<file path="src/rtl/can_mq_pkg.sv">
package can_mq_pkg;
  localparam int unsigned DEPTH_W = 5;

  // control word field positions
  localparam int unsigned F_DEPTH = 0;
  localparam int unsigned F_PL    = 5;
  localparam int unsigned F_PRIO  = 8;
  localparam int unsigned F_RETRY = 13;
  localparam int unsigned F_DIR   = 15;
  localparam int unsigned F_RTR   = 16;
  localparam int unsigned F_TS    = 17;
  localparam int unsigned F_IE    = 18;
  localparam int unsigned F_RST   = 23;
  localparam int unsigned F_REQ   = 24;
  localparam int unsigned F_INC   = 25;
  localparam int unsigned REG_W   = F_INC + 1;

  localparam logic [2:0] CFG_MODE = 3'b100;

  typedef struct packed {
    logic [DEPTH_W-1:0] depth_m1;
    logic [2:0]         pl_code;
    logic [4:0]         prio;
    logic [1:0]         retry_code;
    logic               dir_tx;
    logic               rtr_en;
    logic               ts_en;
    logic [4:0]         ie;  // {room, half, lvl, ovf, exhaust}
  } mq_cfg_t;

  function automatic logic [6:0] pl_bytes(input logic [2:0] code);
    case (code)
      3'd0: pl_bytes = 7'd8;
      3'd1: pl_bytes = 7'd12;
      3'd2: pl_bytes = 7'd16;
      3'd3: pl_bytes = 7'd20;
      3'd4: pl_bytes = 7'd24;
      3'd5: pl_bytes = 7'd32;
      3'd6: pl_bytes = 7'd48;
      default: pl_bytes = 7'd64;
    endcase
  endfunction
endpackage

</file>
<file path="src/rtl/mq_cfg_regs.sv">
module mq_cfg_regs
  import can_mq_pkg::*;
(
  input  logic             clk_i,
  input  logic             rst_ni,
  input  logic             cfg_mode_i,
  input  logic             wr_en_i,
  input  logic [F_RST:0]   wr_data_i,
  output mq_cfg_t          cfg_o,
  output logic             freset_o,
  output logic             geom_chg_o
);
  mq_cfg_t cfg_q;
  logic    freset_q;

  logic [DEPTH_W-1:0] w_depth;
  logic [2:0]         w_pl;

  assign w_depth = wr_data_i[F_DEPTH +: DEPTH_W];
  assign w_pl    = wr_data_i[F_PL +: 3];

  // geometry change empties the queue in the same edge
  assign geom_chg_o = wr_en_i && cfg_mode_i &&
                      ((w_depth != cfg_q.depth_m1) || (w_pl != cfg_q.pl_code));

  always_ff @(posedge clk_i or negedge rst_ni) begin
    if (!rst_ni) begin
      cfg_q            <= '0;
      cfg_q.retry_code <= 2'b11;
      freset_q         <= 1'b1;
    end else begin
      if (freset_q) freset_q <= 1'b0;
      if (wr_en_i) begin
        cfg_q.prio       <= wr_data_i[F_PRIO +: 5];
        cfg_q.retry_code <= wr_data_i[F_RETRY +: 2];
        cfg_q.dir_tx     <= wr_data_i[F_DIR];
        cfg_q.rtr_en     <= wr_data_i[F_RTR];
        cfg_q.ie         <= wr_data_i[F_IE +: 5];
        if (cfg_mode_i) begin
          cfg_q.depth_m1 <= w_depth;
          cfg_q.pl_code  <= w_pl;
          cfg_q.ts_en    <= wr_data_i[F_TS];
        end
        if (wr_data_i[F_RST]) freset_q <= 1'b1;
      end
    end
  end

  assign cfg_o    = cfg_q;
  assign freset_o = freset_q;
endmodule

</file>
<file path="src/rtl/mq_ptr_track.sv">
module mq_ptr_track #(
  parameter int unsigned IDX_W = 5,
  localparam int unsigned CNT_W = IDX_W + 1
) (
  input  logic             clk_i,
  input  logic             rst_ni,
  input  logic             clr_i,
  input  logic             push_i,
  input  logic             pop_i,
  input  logic [IDX_W-1:0] depth_m1_i,
  output logic [IDX_W-1:0] head_o,
  output logic [IDX_W-1:0] tail_o,
  output logic [CNT_W-1:0] count_o,
  output logic             empty_o,
  output logic             full_o
);
  logic [IDX_W-1:0] head_q, tail_q;
  logic [CNT_W-1:0] cnt_q;

  function automatic logic [IDX_W-1:0] wrap_inc(input logic [IDX_W-1:0] p,
                                                input logic [IDX_W-1:0] lim);
    wrap_inc = (p == lim) ? '0 : p + 1'b1;
  endfunction

  always_ff @(posedge clk_i or negedge rst_ni) begin
    if (!rst_ni) begin
      head_q <= '0;
      tail_q <= '0;
      cnt_q  <= '0;
    end else if (clr_i) begin
      head_q <= '0;
      tail_q <= '0;
      cnt_q  <= '0;
    end else begin
      if (push_i) head_q <= wrap_inc(head_q, depth_m1_i);
      if (pop_i)  tail_q <= wrap_inc(tail_q, depth_m1_i);
      case ({push_i, pop_i})
        2'b10:   cnt_q <= cnt_q + 1'b1;
        2'b01:   cnt_q <= cnt_q - 1'b1;
        default: cnt_q <= cnt_q;
      endcase
    end
  end

  assign head_o  = head_q;
  assign tail_o  = tail_q;
  assign count_o = cnt_q;
  assign empty_o = (cnt_q == '0);
  assign full_o  = (cnt_q == (CNT_W'(depth_m1_i) + CNT_W'(1)));
endmodule

</file>
<file path="src/rtl/mq_tx_ctrl.sv">
module mq_tx_ctrl (
  input  logic       clk_i,
  input  logic       rst_ni,
  input  logic       clr_i,
  input  logic       dir_tx_i,
  input  logic       wr_en_i,
  input  logic       req_wr_i,
  input  logic       rtr_ev_i,
  input  logic       drained_i,
  input  logic       sent_i,
  input  logic       fail_i,
  input  logic       retry_en_i,
  input  logic [1:0] retry_code_i,
  output logic       send_req_o,
  output logic       abort_o,
  output logic       exhaust_o
);
  logic       req_q, abort_q, exh_q;
  logic [1:0] fails_q;
  logic       limited;
  logic [1:0] fail_lim;

  assign limited  = retry_en_i && !retry_code_i[1];
  assign fail_lim = retry_code_i[0] ? 2'd3 : 2'd0;

  always_ff @(posedge clk_i or negedge rst_ni) begin
    if (!rst_ni) begin
      req_q   <= 1'b0;
      abort_q <= 1'b0;
      exh_q   <= 1'b0;
      fails_q <= '0;
    end else begin
      abort_q <= 1'b0;
      if (clr_i || !dir_tx_i) begin
        req_q   <= 1'b0;
        exh_q   <= 1'b0;
        fails_q <= '0;
      end else if (wr_en_i) begin
        if (req_wr_i) begin
          req_q   <= 1'b1;
          exh_q   <= 1'b0;
          fails_q <= '0;
        end else if (req_q) begin
          req_q   <= 1'b0;
          abort_q <= 1'b1;
        end
      end else if (rtr_ev_i) begin
        req_q <= 1'b1;
      end else if (req_q && drained_i) begin
        req_q   <= 1'b0;
        fails_q <= '0;
      end else if (req_q && fail_i) begin
        if (limited) begin
          if (fails_q == fail_lim) begin
            exh_q   <= 1'b1;
            req_q   <= 1'b0;
            fails_q <= '0;
          end else begin
            fails_q <= fails_q + 1'b1;
          end
        end
      end else if (sent_i) begin
        fails_q <= '0;
      end
    end
  end

  assign send_req_o = req_q;
  assign abort_o    = abort_q;
  assign exhaust_o  = exh_q;
endmodule

</file>
<file path="src/rtl/can_msg_queue.sv">
module can_msg_queue
  import can_mq_pkg::*;
#(
  parameter int unsigned HDR_BYTES = 8,
  parameter int unsigned OFS_W     = 12
) (
  input  logic               clk_i,
  input  logic               rst_ni,
  input  logic [2:0]         mode_i,
  input  logic               retry_glb_en_i,
  input  logic               wr_en_i,
  input  logic [REG_W-1:0]   wr_data_i,
  output logic [REG_W-1:0]   rd_data_o,
  input  logic               sent_i,
  input  logic               tx_fail_i,
  input  logic               rx_msg_i,
  input  logic               rtr_rx_i,
  output logic [DEPTH_W-1:0] head_o,
  output logic [DEPTH_W-1:0] tail_o,
  output logic [DEPTH_W:0]   count_o,
  output logic               empty_o,
  output logic               full_o,
  output logic               tx_pending_o,
  output logic               abort_o,
  output logic [OFS_W-1:0]   host_ofs_o,
  output logic [OFS_W-1:0]   eng_ofs_o,
  output logic [6:0]         payload_bytes_o,
  output logic [4:0]         prio_o,
  output logic               irq_exhaust_o,
  output logic               irq_ovf_o,
  output logic               irq_lvl_o,
  output logic               irq_half_o,
  output logic               irq_room_o,
  output logic               irq_o
);
  localparam int unsigned IDX_W = DEPTH_W;
  localparam int unsigned CNT_W = DEPTH_W + 1;

  mq_cfg_t          cfg;
  logic             freset, geom_chg, clr;
  logic             incr_stb, tx, push, pop, drained;
  logic             send_req, exhaust;
  logic             ovf_q;
  logic [IDX_W-1:0] head, tail;
  logic [CNT_W-1:0] cnt, depth;
  logic             empty, full;
  logic             lvl_ev, half_ev, room_ev;
  logic [6:0]       pay_b;

  mq_cfg_regs u_cfg (
    .clk_i      (clk_i),
    .rst_ni     (rst_ni),
    .cfg_mode_i (mode_i == CFG_MODE),
    .wr_en_i    (wr_en_i),
    .wr_data_i  (wr_data_i[F_RST:0]),
    .cfg_o      (cfg),
    .freset_o   (freset),
    .geom_chg_o (geom_chg)
  );

  assign clr      = freset | geom_chg;
  assign tx       = cfg.dir_tx;
  assign incr_stb = wr_en_i & wr_data_i[F_INC] & ~freset;

  // role-dependent ownership of head and tail
  assign push    = tx ? (incr_stb & ~full) : (rx_msg_i & ~freset & ~full);
  assign pop     = tx ? (sent_i & ~freset & ~empty) : (incr_stb & ~empty);
  assign drained = tx & pop & ~push & (cnt == CNT_W'(1));

  mq_ptr_track #(.IDX_W(IDX_W)) u_ptr (
    .clk_i      (clk_i),
    .rst_ni     (rst_ni),
    .clr_i      (clr),
    .push_i     (push),
    .pop_i      (pop),
    .depth_m1_i (cfg.depth_m1),
    .head_o     (head),
    .tail_o     (tail),
    .count_o    (cnt),
    .empty_o    (empty),
    .full_o     (full)
  );

  mq_tx_ctrl u_tx (
    .clk_i        (clk_i),
    .rst_ni       (rst_ni),
    .clr_i        (freset),
    .dir_tx_i     (tx),
    .wr_en_i      (wr_en_i),
    .req_wr_i     (wr_data_i[F_REQ]),
    .rtr_ev_i     (rtr_rx_i & cfg.rtr_en & ~freset),
    .drained_i    (drained),
    .sent_i       (sent_i & ~freset),
    .fail_i       (tx_fail_i & ~freset),
    .retry_en_i   (retry_glb_en_i),
    .retry_code_i (cfg.retry_code),
    .send_req_o   (send_req),
    .abort_o      (abort_o),
    .exhaust_o    (exhaust)
  );

  always_ff @(posedge clk_i or negedge rst_ni) begin
    if (!rst_ni)                      ovf_q <= 1'b0;
    else if (clr || tx)               ovf_q <= 1'b0;
    else if (incr_stb)                ovf_q <= 1'b0;
    else if (rx_msg_i && full && !freset) ovf_q <= 1'b1;
  end

  // slot offsets: 0 = host side, 1 = engine side
  assign pay_b = pl_bytes(cfg.pl_code);
  logic [OFS_W-1:0] stride;
  logic [OFS_W-1:0] ofs [2];
  assign stride = OFS_W'(pay_b) + OFS_W'(HDR_BYTES);

  for (genvar g = 0; g < 2; g++) begin : g_ofs
    logic [IDX_W-1:0] idx;
    assign idx    = ((g == 0) == tx) ? head : tail;
    assign ofs[g] = OFS_W'(idx) * stride;
  end

  assign host_ofs_o = ofs[0];
  assign eng_ofs_o  = ofs[1];

  // occupancy events by role
  assign depth   = CNT_W'(cfg.depth_m1) + CNT_W'(1);
  assign lvl_ev  = tx ? empty : full;
  assign half_ev = tx ? (cnt <= (depth >> 1)) : (cnt >= ((depth + CNT_W'(1)) >> 1));
  assign room_ev = tx ? ~full : ~empty;

  assign irq_exhaust_o = exhaust & cfg.ie[0];
  assign irq_ovf_o     = ovf_q   & cfg.ie[1];
  assign irq_lvl_o     = lvl_ev  & cfg.ie[2];
  assign irq_half_o    = half_ev & cfg.ie[3];
  assign irq_room_o    = room_ev & cfg.ie[4];
  assign irq_o = irq_exhaust_o | irq_ovf_o | irq_lvl_o | irq_half_o | irq_room_o;

  assign tx_pending_o    = send_req & tx & ~empty;
  assign payload_bytes_o = pay_b;
  assign prio_o          = cfg.prio;
  assign head_o          = head;
  assign tail_o          = tail;
  assign count_o         = cnt;
  assign empty_o         = empty;
  assign full_o          = full;

  always_comb begin
    rd_data_o                     = '0;
    rd_data_o[F_DEPTH +: DEPTH_W] = cfg.depth_m1;
    rd_data_o[F_PL +: 3]          = cfg.pl_code;
    rd_data_o[F_PRIO +: 5]        = cfg.prio;
    rd_data_o[F_RETRY +: 2]       = cfg.retry_code;
    rd_data_o[F_DIR]              = cfg.dir_tx;
    rd_data_o[F_RTR]              = cfg.rtr_en;
    rd_data_o[F_TS]               = cfg.ts_en;
    rd_data_o[F_IE +: 5]          = cfg.ie;
    rd_data_o[F_RST]              = freset;
    rd_data_o[F_REQ]              = send_req & tx;
  end
endmodule

</file>
<file path="config.mk">
export PLATFORM = sky130hd
export DESIGN_NAME = can_msg_queue
export DESIGN_NICKNAME = d
export VERILOG_FILES = /design/src/rtl/can_mq_pkg.sv /design/src/rtl/mq_cfg_regs.sv /design/src/rtl/mq_ptr_track.sv /design/src/rtl/mq_tx_ctrl.sv /design/src/rtl/can_msg_queue.sv
export SDC_FILE = /design/constraint.sdc
export NUM_CORES = 1
export LEC_CHECK = 0
export BUFFER_PORTS_ARGS = -buffer_cell sky130_fd_sc_hd__buf_4
export CORE_ASPECT_RATIO = 0.75
export CORE_MARGIN = 4
export CORE_UTILIZATION = 55
export CTS_CLUSTER_DIAMETER = 150
export DETAILED_ROUTE_END_ITERATION = 12
export PLACE_DENSITY_LB_ADDON = 0.25
export SLEW_MARGIN = 20
export SYNTH_ARGS = -nofsm -noshare
export SYNTH_HDL_FRONTEND = slang
export SYNTH_HIERARCHICAL = 1
export SYNTH_SLANG_ARGS = --single-unit
export TNS_END_PERCENT = 30
</file>
<file path="constraint.sdc">
create_clock -name clk_i -period 6 [get_ports clk_i]
set_clock_uncertainty 0.1 [all_clocks]
set_input_delay 0.3 -clock clk_i [delete_from_list [all_inputs] [get_ports clk_i]]
set_output_delay 0.3 -clock clk_i [all_outputs]
set_load 0.03 [all_outputs]
</file>
# Yosys cells after proc, flatten, opt, wreduce, memory -nomap -nowiden
# Cells that the tools add are included.
# word_totals
reg_bits,46
inputBits,37
# classes
n_addsub,8
multipliers,2
order_cmp,2
eq_ne,20
muxes,51
bitwise_logic,30
n_reduce_logical,30
# ops
op,count
$pmux W7 S7,1
$mux W5,8
$mux W1,30
$mul A5 B8 Y12,2
$and A1 B1 Y1,21
$mux W2,10
$reduce_bool A5 Y1,4
$reduce_bool A3 Y1,5
$add A6 B1 Y6 const B,2
$eq A3 B3 Y1 const B,4
$pmux W6 S2,1
$add A5 B1 Y5 const B,2
$eq A5 B5 Y1,2
$add A7 B4 Y8 const B,1
$logic_and A1 B1 Y1,7
$add A5 B1 Y6 const B,1
$eq A3 B2 Y1 const B,2
$eq A6 B1 Y1 const B,1
$eq A6 B6 Y1,1
$ge A6 B5 Y1,1
$le A6 B5 Y1,1
$logic_not A6 Y1,1
$mux W6,1
$reduce_and A6 Y1,1
21 further kinds,33

# Depth between registers and ports, before layout
# logic_depth
depth_word,13
depth_mapped,15

# Cells and area by module
# The synthesis kept the hierarchy.
# by_module_without_submodules
mod,n_inst,cells_per_inst,area_each_um2,seq_area_each_um2
can_msg_queue,1,321,2547.4,25.0
mq_ptr_track,1,135,1169.9,400.4
mq_cfg_regs,1,62,1076.0,604.3
mq_tx_ctrl,1,37,339.1,125.1

# Least setup slack after synthesis
# No wires, ideal clock.
# synth_timing
path_kind,reg-to-reg
startpoint,"reg u_cfg.cfg_q, in the netlist u_cfg/cfg_o[18]"
endpoint,"reg u_ptr.cnt_q[4], in the netlist u_ptr/count_o[4]"
t_arrival_ps,5021
required_ps,5768
slack_ps,747
path_stages_with_launch,14
n_path_buf,0
path_cell_list,dfrtp_1 -> ha_1 -> inv_1 -> or4_1 -> a2111oi_1 -> or4_1 -> o41ai_1 -> nand2b_1 -> xnor2_1 -> ha_1 -> or4_2 -> o22ai_1 -> xnor2_1 -> nor2_1
# synth_via
elab_chain_len,8
word_cells_on_any_way,15
classes_between,add/sub: 1; eq/ne: 4; mux: 3; bitwise: 4; reduce/logical: 3
# synth_lines
element,line_no,source
"start, declared",mq_cfg_regs.sv:13,mq_cfg_t cfg_q;
$add A5 B1 Y6 (*),mq_ptr_track.sv:49,assign full_o = (cnt_q == (CNT_W'(depth_m1_i) + CNT_W'(1)));
$eq A6 B6 Y1 (*),mq_ptr_track.sv:49,
named net full_o,can_msg_queue.sv:22,"output logic full_o,"
$not A1 Y1 (*),can_msg_queue.sv:66,assign push = tx ? (incr_stb & ~full) : (rx_msg_i & ~freset & ~full);
$and A1 B1 Y1,can_msg_queue.sv:66,
$mux W1 (*),can_msg_queue.sv:66,
named net push,can_msg_queue.sv:41,"logic incr_stb, tx, push, pop, drained;"
$eq A2 B1 Y1 or $eq A2 B2 Y1 (tied branches),mq_ptr_track.sv:37,"case ({push_i, pop_i})"
$pmux W6 S2,mq_ptr_track.sv:37,
$mux W6,mq_ptr_track.sv:30,end else if (clr_i) begin
"end signal, assigned",mq_ptr_track.sv:38,2'b10: cnt_q <= cnt_q + 1'b1;
"end signal, assigned",mq_ptr_track.sv:39,2'b01: cnt_q <= cnt_q - 1'b1;
"end signal, assigned",mq_ptr_track.sv:40,default: cnt_q <= cnt_q;
"end, declared",mq_ptr_track.sv:18,logic [CNT_W-1:0] cnt_q;
# The timed path passes the listed nets; every way through them passes the cells marked *.
# A chain may end at the register's enable or synchronous reset.

# Final worst setup path
# layout_timing
startpoint,"reg u_cfg.cfg_q, in the netlist u_cfg/cfg_o[17]"
endpoint,out eng_ofs_o[11]
# layout_via
elab_chain_len,4
word_cells_on_any_way,10
classes_between,add/sub: 1; mul: 1; eq/ne: 6; mux: 1; reduce/logical: 1
# layout_lines
element,line_no,source
$eq A3 B3 Y1 (tied with other cells),can_mq_pkg.sv:32,case (code)
$pmux W7 S7 (*),can_mq_pkg.sv:32,
$add A7 B4 Y8 (*),can_msg_queue.sv:113,assign stride = OFS_W'(pay_b) + OFS_W'(HDR_BYTES);
$mul A5 B8 Y12 (*),can_msg_queue.sv:118,assign ofs[g] = OFS_W'(idx) * stride;
"end, declared",can_msg_queue.sv:26,"output logic [OFS_W-1:0] eng_ofs_o,"
# Mark *: on every way between the ends. The rest lies on a longest branch, timed or not.

==> flow_summary.yaml <==
run_status:
  run_status: "finished, final reports clean"
placement:
  preCtsSetupSlack_ns: 1.09
  gp_congestion: 0.932
  post-dp-hpwl_um: 9570
  portBuffers: 117
critical_path:
  path_cells: "a21oi_1 > buf_4 > ha_1 > xor2_1 > nor2_1 > fa_1 > inv_1 > fa_1 > inv_1 > ha_1 > ha_1 > and3_1 > a221o_1 > o41ai_2 > xnor2_1 > buf_4"
  cp.required_ns: 5.60
  r2r_slack_ns: 1.50
  critPathLaunch: "u_cfg/cfg_o[17]"
  crit_cells: 16
  crit_path_end_kind: "output pin"
  cp_max_fo: 12
  cp_top_family: "adder cells"
  crit_slowest_cell: "fa_1"
  max_stage_delay_ns: 0.53
  cp.arrival_ns: 4.84
  startpoint_type: "register"
  reg2reg_depth: 16
  critPathKind: "register to output pin"
  rr_startpoint: "u_cfg/cfg_o[18]"
  cp_num_buf_inv: 4
  crit_top_cell: "ha_1"
  timing.rr.end: "u_ptr/count_o[4]"
min_path:
  hold_path_depth: 2
  holdPathEnd: "u_tx/abort_o"
  hp-class: "input pin to register"
  min_from: "wr_data_i[24]"
final_layout:
  fin_util: 0.687
  multi_input_area_mm2: 0.00367
  syn2layout_area_growth_pct: 21.5
  n_antenna_cell: 0
  regArea_mm2: 0.00115
  fill_cells: 760
  drive_gt1_frac: 0.264
  final_nets: 785
yosys:
  ys_ff_latch: 46
  syn_avg_cell_area_um2: 9.25
  yosysWarningCount: 6
  synth_top_cell_by_area: "dfrtp_1"
  synth.top_cell.area_share: 0.210
  synthCells: 555
  synth-edff-count: 0
  ys_async_sr_fraction: 1.00
  syn-cell-area_mm2: 0.00513
  synth-main-ff-cell: "dfrtp_1"
  synthTopCellsByArea: "dfrtp_1 (21%), ha_1 (13%), fa_1 (8.6%), mux2_4 (5.3%), xor2_1 (5.1%)"
  yosysSeqAreaShare: 0.225
  ys_types: 60
floorplanning:
  row_count: 30
  start_util: 0.565
  dieArea_mm2: 0.0110
  ioPinCount: 125
  core_region_area_mm2: 0.00908
  die_h_um: 91.7
  die_w_um: 120
power:
  p_seq_frac: 0.205
  power.internal_mw: 1.26
  p_comb_frac: 0.688
  swShare: 0.519
  p_per_area_mw_per_mm2: 419
  leakagePower_nw: 3.17
  peakVddDrop_v: 0.000210
  clkPwrFrac: 0.106
  switchingPower_mw: 1.36
grt:
  grt_pass1_wl_um: 20600
  grt_pass1_vias: 4300
  track_usage: 0.229
  grt_start_max_net_pins: 47
  grt-ovfl-total: 0
  antenna_found_initial: 0
sta:
  fin_crit_sh: 0.874
  final_hold_viol_count: 0
  finalSetupTns_ns: 0
  worstMarginPinSlew_ns: 0.618
  setup_viol: 0
  rsz0062_at_grt: "false"
  fmax_mhz: 191
  fin_ws_ns: 0.759
  post-route-min-period_ns: 5.24
  slew_headroom: 0.588
  drv_slew: 0
routing:
  wl_um: 12300
  routed_via_density: 5.46
  drt_pass1_iterations: 5
  wl_per_cell_um: 15.3
  dr.first_iter.drc_count: 241
  ant_nets: 0
  vias: 4376
  drc_errors: 0
cts:
  insertion_delay_ns: 0.29
  cts_inserted_buffers: 5
  cts_buffer_depth: 2
  root_buffer: "clkbuf_16"
  clk_pin_slew_ns: 0.07
  cts_tree: "built"
  cts_sinks: 46
  htree_levels: 2
job:
  max_cap_violations: 0
## power groups by stage
stage	logic, mW	registers [mW]	clock network [mW]
after global placement	1.75	0.536	0
after global routing	1.99	0.555	0.294
after detailed placement	1.79	0.541	0
after floorplan	1.20	0.602	0
after CTS	1.81	0.536	0.284
final	1.80	0.537	0.278
## cells by family (layout without fill, tap and decap cells)
logic type      Yosys count  after routing  synth area share
compound gates           67             67            0.0922
xor+xnor                 52             52            0.0887
simple gates            194            194             0.200
buf+inv                  75            181            0.0717
other cells               2             15           0.00146
fa+ha+maj                75             75             0.215
mux                      44             44             0.106
flops                    46             46             0.225
## sequential cells by signal (all words and copies together) (netlist names)
register and flops:
u_ptr/count_o 6, u_ptr/head_o 5, u_tx/abort_o 1, u_tx/send_req_o 1
u_tx/exhaust_o 1, ovf_q 1, u_cfg/freset_o 1, u_ptr/tail_o 5
u_cfg/cfg_o 23, u_tx/fails_q 2
## how the worst max path moves through the flow
stage,to
floorplan,u_ptr/count_o[4]
global placement,eng_ofs_o[11]
detailed placement,eng_ofs_o[11]
CTS,eng_ofs_o[11]
global route,host_ofs_o[11]
finish,eng_ofs_o[11]
## cells in the final DEF, fill, tap and decap left out, types with 4 or more instances in the layout
| master | Yosys | routed |
|---|---|---|
| mux2i_1 | 16 | 16 |
| and3_1 | 8 | 8 |
| o21ai_0 | 12 | 12 |
| clkbuf_16 | 0 | 5 |
| mux2_2 | 9 | 9 |
| conb_1 | 2 | 15 |
| nor2b_1 | 16 | 16 |
| nand2b_1 | 8 | 8 |
| nor4_1 | 8 | 8 |
| nand3b_1 | 6 | 6 |
| xor2_1 | 30 | 30 |
| o31ai_1 | 6 | 6 |
| or3_1 | 4 | 4 |
| nand3_1 | 18 | 18 |
| dfrtp_1 | 43 | 43 |
| inv_1 | 50 | 50 |
| nor2_1 | 54 | 54 |
| nand2_1 | 27 | 27 |
| xnor2_1 | 22 | 22 |
| fa_1 | 22 | 22 |
| and2_1 | 11 | 11 |
| ha_1 | 53 | 53 |
| a31oi_1 | 5 | 5 |
| o21a_1 | 4 | 4 |
| buf_4 | 14 | 122 |
| nor3_1 | 10 | 10 |
| or2_2 | 8 | 8 |
| o211ai_1 | 4 | 4 |
| a21oi_1 | 15 | 15 |
| o22ai_1 | 4 | 4 |
| mux2_4 | 18 | 18 |
## per-stage QoR
stage | std cells | hold WS [ns] | power [mW] | instance area, um2
global route | 802 | 0.0943 | 2.83 | 6240
finish | 802 | 0.103 | 2.62 | 6240
global placement | 793 | 0.255 | 2.29 | 6080
detailed placement | 793 | 0.258 | 2.34 | 6080
floorplan | 568 | -0.0956 | 1.80 | 5180
CTS | 802 | 0.0944 | 2.63 | 6240
## cell type report
cell class / instances / share of cell area
Tap cell: 128 / 0.0257
Multi-Input combinational cell: 447 / 0.588
Clock inverter: 2 / 0.00221
Timing Repair Buffer: 123 / 0.148
Sequential cell: 46 / 0.185
Inverter: 50 / 0.0301
Clock buffer: 6 / 0.0207
## synthesized netlist by cell type (all sizes together) (4+ instances only)
library cell	number
or2	9
nand2	28
nor2b	16
o211ai	5
nor2	54
or3	4
dfrtp	43
o31ai	6
buf	19
o21a	4
and2	11
clkbuf	6
ha	53
fa	22
a31oi	5
nand2b	8
mux2i	16
nor4	8
a21oi	15
inv	50
nand3b	6
o21ai	12
o22ai	4
mux2	28
nand3	18
xor2	30
and3	8
nor3	10
xnor2	22
## repair_timing
action,CTS,global route
hold buffers,1,0
endpoints found under the setup margin,0,0
buffers inserted,0,0
hold endpoints to repair,43,0
gates resized for setup,0,0
## worst register-to-register path, stage by stage (launching register included)
cell and delay [ns]:
dfrtp_1 0.60, ha_1 0.36, and2_1 0.17, nor2b_1 0.13, o311ai_0 0.35, a2111oi_1 0.15, buf_4 0.19, or4_1 0.52
o41ai_2 0.08, buf_4 0.24, nand2b_1 0.23, xnor2_1 0.10, ha_1 0.24, or4_2 0.54, o22ai_1 0.18, xnor2_1 0.15
nor2_1 0.05
## per-layer routing
| layer | wire, um | vias up | track usage |
|---|---|---|---|
| li1 | - | 2117 | - |
| met1 | 5480 | 2078 | 0.311 |
| met2 | 5580 | 163 | 0.364 |
| met3 | 1020 | 18 | 0.0666 |
| met4 | 190 | 0 | 0.0524 |
| met5 | 0 | - | 0 |
Power figures use the tool's default switching activity.
